--- src/rtl/lw_sram_pkg.sv ---
package lw_sram_pkg;

    localparam int LANES  = 4;
    localparam int LANE_W = 9;
    localparam int WORD_W = LANES * LANE_W;

    typedef logic [WORD_W-1:0] word_t;
    typedef logic [LANES-1:0]  mask_t;

    typedef enum logic [1:0] {
        CMD_IDLE  = 2'd0,
        CMD_READ  = 2'd1,
        CMD_WRITE = 2'd2
    } cmd_e;

    typedef struct packed {
        mask_t mask;
        word_t data;
    } lane_word_t;

    function automatic word_t merge_lanes(input word_t base, input lane_word_t upd);
        word_t r;
        for (int i = 0; i < LANES; i++) begin
            r[i*LANE_W +: LANE_W] = upd.mask[i] ? upd.data[i*LANE_W +: LANE_W]
                                                : base[i*LANE_W +: LANE_W];
        end
        return r;
    endfunction

endpackage

--- src/rtl/lw_cmd_dec.sv ---
module lw_cmd_dec
    import lw_sram_pkg::*;
(
    input  logic clk,
    input  logic rst,
    input  logic sel_n,
    input  logic wr_n,
    input  logic sleep,
    output cmd_e cmd
);
    logic sleep_q;

    always_ff @(posedge clk) begin
        if (rst) sleep_q <= 1'b0;
        else     sleep_q <= sleep;
    end

    always_comb begin
        if (sleep || sleep_q || sel_n) cmd = CMD_IDLE;
        else if (wr_n)                 cmd = CMD_READ;
        else                           cmd = CMD_WRITE;
    end
endmodule

--- src/rtl/lw_pend_wr.sv ---
module lw_pend_wr
    import lw_sram_pkg::*;
#(
    parameter int ADDR_W = 6
) (
    input  logic              clk,
    input  logic              rst,
    input  cmd_e              cmd,
    input  logic [ADDR_W-1:0] addr,
    input  mask_t             lane_wr_n,
    input  word_t             d_in,
    input  logic [ADDR_W-1:0] cmp_addr,
    output logic              commit_en,
    output logic [ADDR_W-1:0] commit_addr,
    output lane_word_t        commit_word,
    output lane_word_t        fwd_word
);
    logic              held_vld;
    logic              data_wait;
    logic [ADDR_W-1:0] held_addr;
    mask_t             held_mask;
    word_t             held_data;
    word_t             eff_data;

    assign eff_data    = data_wait ? d_in : held_data;
    assign commit_en   = (cmd == CMD_WRITE) && held_vld;
    assign commit_addr = held_addr;
    assign commit_word = '{mask: held_mask, data: eff_data};
    assign fwd_word.data = eff_data;
    assign fwd_word.mask = (held_vld && (held_addr == cmp_addr)) ? held_mask : '0;

    always_ff @(posedge clk) begin
        if (rst) begin
            held_vld  <= 1'b0;
            data_wait <= 1'b0;
            held_addr <= '0;
            held_mask <= '0;
            held_data <= '0;
        end else if (cmd == CMD_WRITE) begin
            held_vld  <= 1'b1;
            data_wait <= 1'b1;
            held_addr <= addr;
            held_mask <= ~lane_wr_n;
        end else if (data_wait) begin
            held_data <= d_in;
            data_wait <= 1'b0;
        end
    end
endmodule

--- src/rtl/lw_array.sv ---
module lw_array
    import lw_sram_pkg::*;
#(
    parameter int ADDR_W = 6
) (
    input  logic              clk,
    input  logic              rst,
    input  logic              commit_en,
    input  logic [ADDR_W-1:0] commit_addr,
    input  lane_word_t        commit_word,
    input  logic [ADDR_W-1:0] rd_addr,
    output word_t             rd_data
);
    localparam int DEPTH = 1 << ADDR_W;

    for (genvar g = 0; g < LANES; g++) begin : g_lane
        logic [LANE_W-1:0] lane_mem [DEPTH];

        always_ff @(posedge clk) begin
            if (rst) begin
                for (int k = 0; k < DEPTH; k++) lane_mem[k] <= '0;
            end else if (commit_en && commit_word.mask[g]) begin
                lane_mem[commit_addr] <= commit_word.data[g*LANE_W +: LANE_W];
            end
        end

        assign rd_data[g*LANE_W +: LANE_W] = lane_mem[rd_addr];
    end
endmodule

--- src/rtl/lw_rd_pipe.sv ---
module lw_rd_pipe
    import lw_sram_pkg::*;
#(
    parameter int ADDR_W = 6
) (
    input  logic              clk,
    input  logic              rst,
    input  cmd_e              cmd,
    input  logic [ADDR_W-1:0] addr,
    input  word_t             arr_data,
    input  lane_word_t        fwd_word,
    input  logic              oe_n,
    input  logic              sleep,
    output logic [ADDR_W-1:0] s1_addr,
    output word_t             q_out,
    output logic              q_drive,
    output logic              turn_err
);
    logic s1_rd;
    logic out_vld;

    always_ff @(posedge clk) begin
        if (rst) begin
            s1_rd    <= 1'b0;
            s1_addr  <= '0;
            out_vld  <= 1'b0;
            q_out    <= '0;
            turn_err <= 1'b0;
        end else begin
            s1_rd    <= (cmd == CMD_READ);
            s1_addr  <= addr;
            out_vld  <= s1_rd;
            if (s1_rd) q_out <= merge_lanes(arr_data, fwd_word);
            turn_err <= (cmd == CMD_WRITE) && s1_rd;
        end
    end

    assign q_drive = out_vld && !oe_n && !sleep;
endmodule

--- src/rtl/lw_sram_core.sv ---
module lw_sram_core
    import lw_sram_pkg::*;
#(
    parameter int ADDR_W = 6
) (
    input  logic              clk,
    input  logic              rst,
    input  logic              sel_n,
    input  logic              wr_n,
    input  logic [3:0]        lane_wr_n,
    input  logic [ADDR_W-1:0] addr,
    input  logic [35:0]       d_in,
    input  logic              oe_n,
    input  logic              sleep,
    output logic [35:0]       q_out,
    output logic              q_drive,
    output logic              turn_err
);
    cmd_e              cmd;
    logic              commit_en;
    logic [ADDR_W-1:0] commit_addr;
    lane_word_t        commit_word;
    lane_word_t        fwd_word;
    logic [ADDR_W-1:0] s1_addr;
    word_t             arr_data;

    lw_cmd_dec dec_i (
        .clk(clk), .rst(rst), .sel_n(sel_n), .wr_n(wr_n), .sleep(sleep), .cmd(cmd)
    );

    lw_pend_wr #(.ADDR_W(ADDR_W)) pend_i (
        .clk(clk), .rst(rst), .cmd(cmd), .addr(addr), .lane_wr_n(lane_wr_n),
        .d_in(d_in), .cmp_addr(s1_addr), .commit_en(commit_en),
        .commit_addr(commit_addr), .commit_word(commit_word), .fwd_word(fwd_word)
    );

    lw_array #(.ADDR_W(ADDR_W)) arr_i (
        .clk(clk), .rst(rst), .commit_en(commit_en), .commit_addr(commit_addr),
        .commit_word(commit_word), .rd_addr(s1_addr), .rd_data(arr_data)
    );

    lw_rd_pipe #(.ADDR_W(ADDR_W)) pipe_i (
        .clk(clk), .rst(rst), .cmd(cmd), .addr(addr), .arr_data(arr_data),
        .fwd_word(fwd_word), .oe_n(oe_n), .sleep(sleep), .s1_addr(s1_addr),
        .q_out(q_out), .q_drive(q_drive), .turn_err(turn_err)
    );
endmodule

--- config.mk ---
export PLATFORM = sky130hd
export DESIGN_NAME = lw_sram_core
export DESIGN_NICKNAME = d
export VERILOG_FILES = /design/src/rtl/lw_sram_pkg.sv /design/src/rtl/lw_cmd_dec.sv /design/src/rtl/lw_pend_wr.sv /design/src/rtl/lw_array.sv /design/src/rtl/lw_rd_pipe.sv /design/src/rtl/lw_sram_core.sv
export SDC_FILE = /design/constraint.sdc
export NUM_CORES = 2
export LEC_CHECK = 0
export ABC_AREA = 0
export BUFFER_PORTS_ARGS = -buffer_cell sky130_fd_sc_hd__buf_2
export CORE_MARGIN = 2
export CORE_UTILIZATION = 25
export DETAILED_ROUTE_END_ITERATION = 7
export GPL_ROUTABILITY_DRIVEN = 0
export PLACE_DENSITY = 0.35
export SYNTH_ARGS = -nofsm -noshare
export SYNTH_HDL_FRONTEND = slang
export SYNTH_SLANG_ARGS = --single-unit
export TNS_END_PERCENT = 10
--- constraint.sdc ---
create_clock -name clk -period 6 [get_ports clk]
set_input_delay 0.3 -clock clk [delete_from_list [all_inputs] [get_ports clk]]
set_output_delay 0.3 -clock clk [all_outputs]
set_load 0.01 [all_outputs]
==> impl_metrics.csv <==
group,metric,value,unit
clocking,cts-root-buf,"clkbuf_16",
floorplan,core,0.416,sq mm
final_layout,areaGrowthSynthToFinish,16.5,%
floorplan,initial_utilization,0.251,
pwr,leakage,38.5,nW
placement,numPortBuffers,89,
floorplan,ioPinCount,90,
floorplan,die_w,650,microns
detailed_routing,via_per_inst,4.82,
timing,fin_crit_sh,0.728,
synth,synth_cells,7204,
final_layout,final_layout_size_suffix_gt1_frac,0.193,
timing,fin_crit,4370,ps
floorplan,placementRows,237,
detailed_routing,drt_wl_total,404,mm
floorplan,fp.dieH,650,microns
clocking,ctsResizeCount,0,
setup_path,critPathMaxFanout,38,
synth,synth_nets,7256,
setup_path,crit_path_end_kind,"flop",
detailed_routing,first_iter_violations,6780,
synth,synth_top_cell_by_area,"edfxtp_1",
timing,relSlewSlack,0.0439,
final_layout,nFillCells,41700,
timing,slew_violations,0,
setup_path,cpMaxStageDelayCell,"and2_2",
global_route,grtUsageTotal,0.187,
pwr,irDropWorstVdd,0.178,mV
synth,synth-edff-count,2304,
flow_run,max_cap_violations,0,
detailed_routing,drtAntennaViolNets,0,
clocking,clk_latency,910,ps
setup_path,path_buf_inv,2,
synth,synth_common_cells,"nor2_1 (2,469), edfxtp_1 (2,304), mux4_2 (612), clkbuf_1 (349), nand2_1 (304)",
detailed_routing,wl_per_cell,31.0,microns
run_status,status,"complete, no violations",
floorplan,dieArea,0.423,sq mm
synth,synth-seq-cells,2398,
global_route,antenna_found_initial,55,
timing,finalClockSkew,33.7,ps
setup_path,crit_arrival,4910,ps
timing,tns,0,ps
hold_path,worst_hold_path_type,"in -> reg",
timing,rsz0062_at_grt,"false",
pwr,power,0.0395,W
setup_path,slowest_delay,1060,ps
timing,max_freq,0.229,GHz
synth,synthFlopType,"edfxtp_1",
synth,syn_area_per_cell,14.5,sq um
detailed_routing,vias,62800,
setup_path,crit_required,6540,ps
global_route,grt_overflow,0,
synth,yosysMostFrequentCell,"nor2_1",
clocking,cts.sinks,2398,
setup_path,cp_top_family,"simple AND/OR/NAND/NOR gates",
synth,ys_async_sr_fraction,0,
setup_path,worstSetupPathType,"reg -> reg",
clocking,clk_pin_slew,60,ps
placement,hpwlAfterDp,266,mm
final_layout,final_nets,7329,
detailed_routing,firstDrtPassIters,5,
clocking,cts_buffers,289,
global_route,grt_pass1_wl,552,mm
timing,tightest_slew,1430,ps
timing,hold_viol,0,
detailed_routing,drc,0,
clocking,htreeDepth,5,
timing,setup_viol,0,
setup_path,crit_path_start_kind,"flop",
pwr,power.density,325,mW/mm^2
synth,yosys_warnings,0,
synth,synth.top_cell.area_share,0.663,
setup_path,worstPathCellList,"or4_1 -> nor3b_1 -> buf_4 -> and2_2 -> buf_4 -> nand2_1 -> nand2b_1",
global_route,grt_pass1_vias,62800,
setup_path,crit_top_cell,"buf_4",
synth,netlist_area,0.104,sq mm
synth,yosysSeqAreaShare,0.681,
clocking,cts_tree,"built",
clocking,ctsLongestPathBuffers,4,
synth,synth_area_leaders,"edfxtp_1 (66%), mux4_2 (13%), nor2_1 (8.9%)",
synth,synth.distinct_cells,60,
global_route,grt_max_degree,115,
## placed cells by master (no fill, tap or decap), types with 10 or more instances in the layout
cell type,count
nand2_1,302
nor3_1,12
buf_2,88
nor2_4,31
buf_12,31
nor2_2,28
dfxtp_1,86
mux2i_1,155
dlygate4sd3_1,35
clkbuf_16,305
clkinv_2,43
edfxtp_1,2304
a221oi_1,10
nor2b_1,17
o21ai_0,14
nand3_1,28
clkbuf_8,13
bufinv_16,20
nand2b_1,263
diode_2,25
a22oi_1,42
buf_4,175
a211oi_1,68
a2111oi_0,11
mux4_2,612
a21oi_1,46
o22ai_1,33
nor2_1,2410
clkbuf_1,63
clkinv_1,50
a211o_1,14
mux2i_4,36
## repair_timing
action                                 in CTS  in global routing
setup buffers                               0                  0
hold buffers                               35                  0
endpoints found under the hold margin     115                  0
## per-stage QoR
step	instances	hold slack [ps]	worst slack (ps)	utilization	cell area (sq um)
floorplan	7204	396	3400	-	104000
global placement	12400	475	1350	0.269	112000
detailed placement	12400	479	1420	0.269	112000
CTS	13000	7.66	1700	0.292	122000
global route	13000	48.6	1430	0.292	122000
finish	13000	48.6	1630	0.292	122000
## cells by family after synthesis
family | after synthesis | share of synthesized area
AO/OA/AOI/OAI | 282 | 0.0196
XOR/XNOR | 6 | 0.000503
AND/OR/NAND/NOR | 3145 | 0.122
multiplexers | 818 | 0.153
flip-flops | 2398 | 0.681
buffers and inverters | 555 | 0.0247
## final timing paths
path,start,to,slack [ps],cells after the start
worst max-delay path,dec_i.sleep_q,arr_i.g_lane[3].lane_mem[59][3],1630,7
worst min-delay path,d_in[3],arr_i.g_lane[0].lane_mem[53][3],50,4
worst max register to register,dec_i.sleep_q,arr_i.g_lane[3].lane_mem[59][3],1630,7
worst min register to register,pipe_i.q_out[14],pipe_i.q_out[14],490,2
## area by class of cell
type | count | area, sq um | area share
multi-input combinational | 4251 | 31600 | 0.260
clock buffer | 381 | 8050 | 0.0662
clock inverter | 129 | 1160 | 0.00955
antenna | 25 | 62.6 | 0.000514
tap | 5497 | 6880 | 0.0566
timing repair buffer | 330 | 2740 | 0.0225
sequential | 2398 | 71100 | 0.585
inverter | 7 | 26.3 | 0.000216
## sequential cells by signal, indices dropped and copies added, names as in the netlist, 4 cells and up
register               count
pend_i.held_mask           4
pend_i.held_data          36
pend_i.commit_addr         6
pipe_i.q_out              36
arr_i.g_lane.lane_mem   2304
pipe_i.s1_addr             6
## power breakdown
part	total (W)	switching (W)	internal, W
Sequential	0.0192	0.000304	0.0189
Clock	0.0175	0.00725	0.0103
Combinational	0.00279	0.00189	0.000904
## per-layer routing
| layer | global-route usage | vias to the layer above | share of wire |
|---|---|---|---|
| met2 | 0.297 | 2065 | 0.46 |
| met4 | 0.0470 | 10 | 0.025 |
| li1 | - | 26700 | - |
| met5 | 0 | - | 0.00017 |
| met3 | 0.0244 | 456 | 0.053 |
| met1 | 0.270 | 33500 | 0.46 |
## worst register-to-register path, cell delays in order, from the launching register on
cell and delay [ps]:
dfxtp_1 330, or4_1 670, nor3b_1 240, buf_4 240, and2_2 1070, buf_4 610, nand2_1 360, nand2b_1 480
Note: power is estimated with default switching activity, not from simulation.
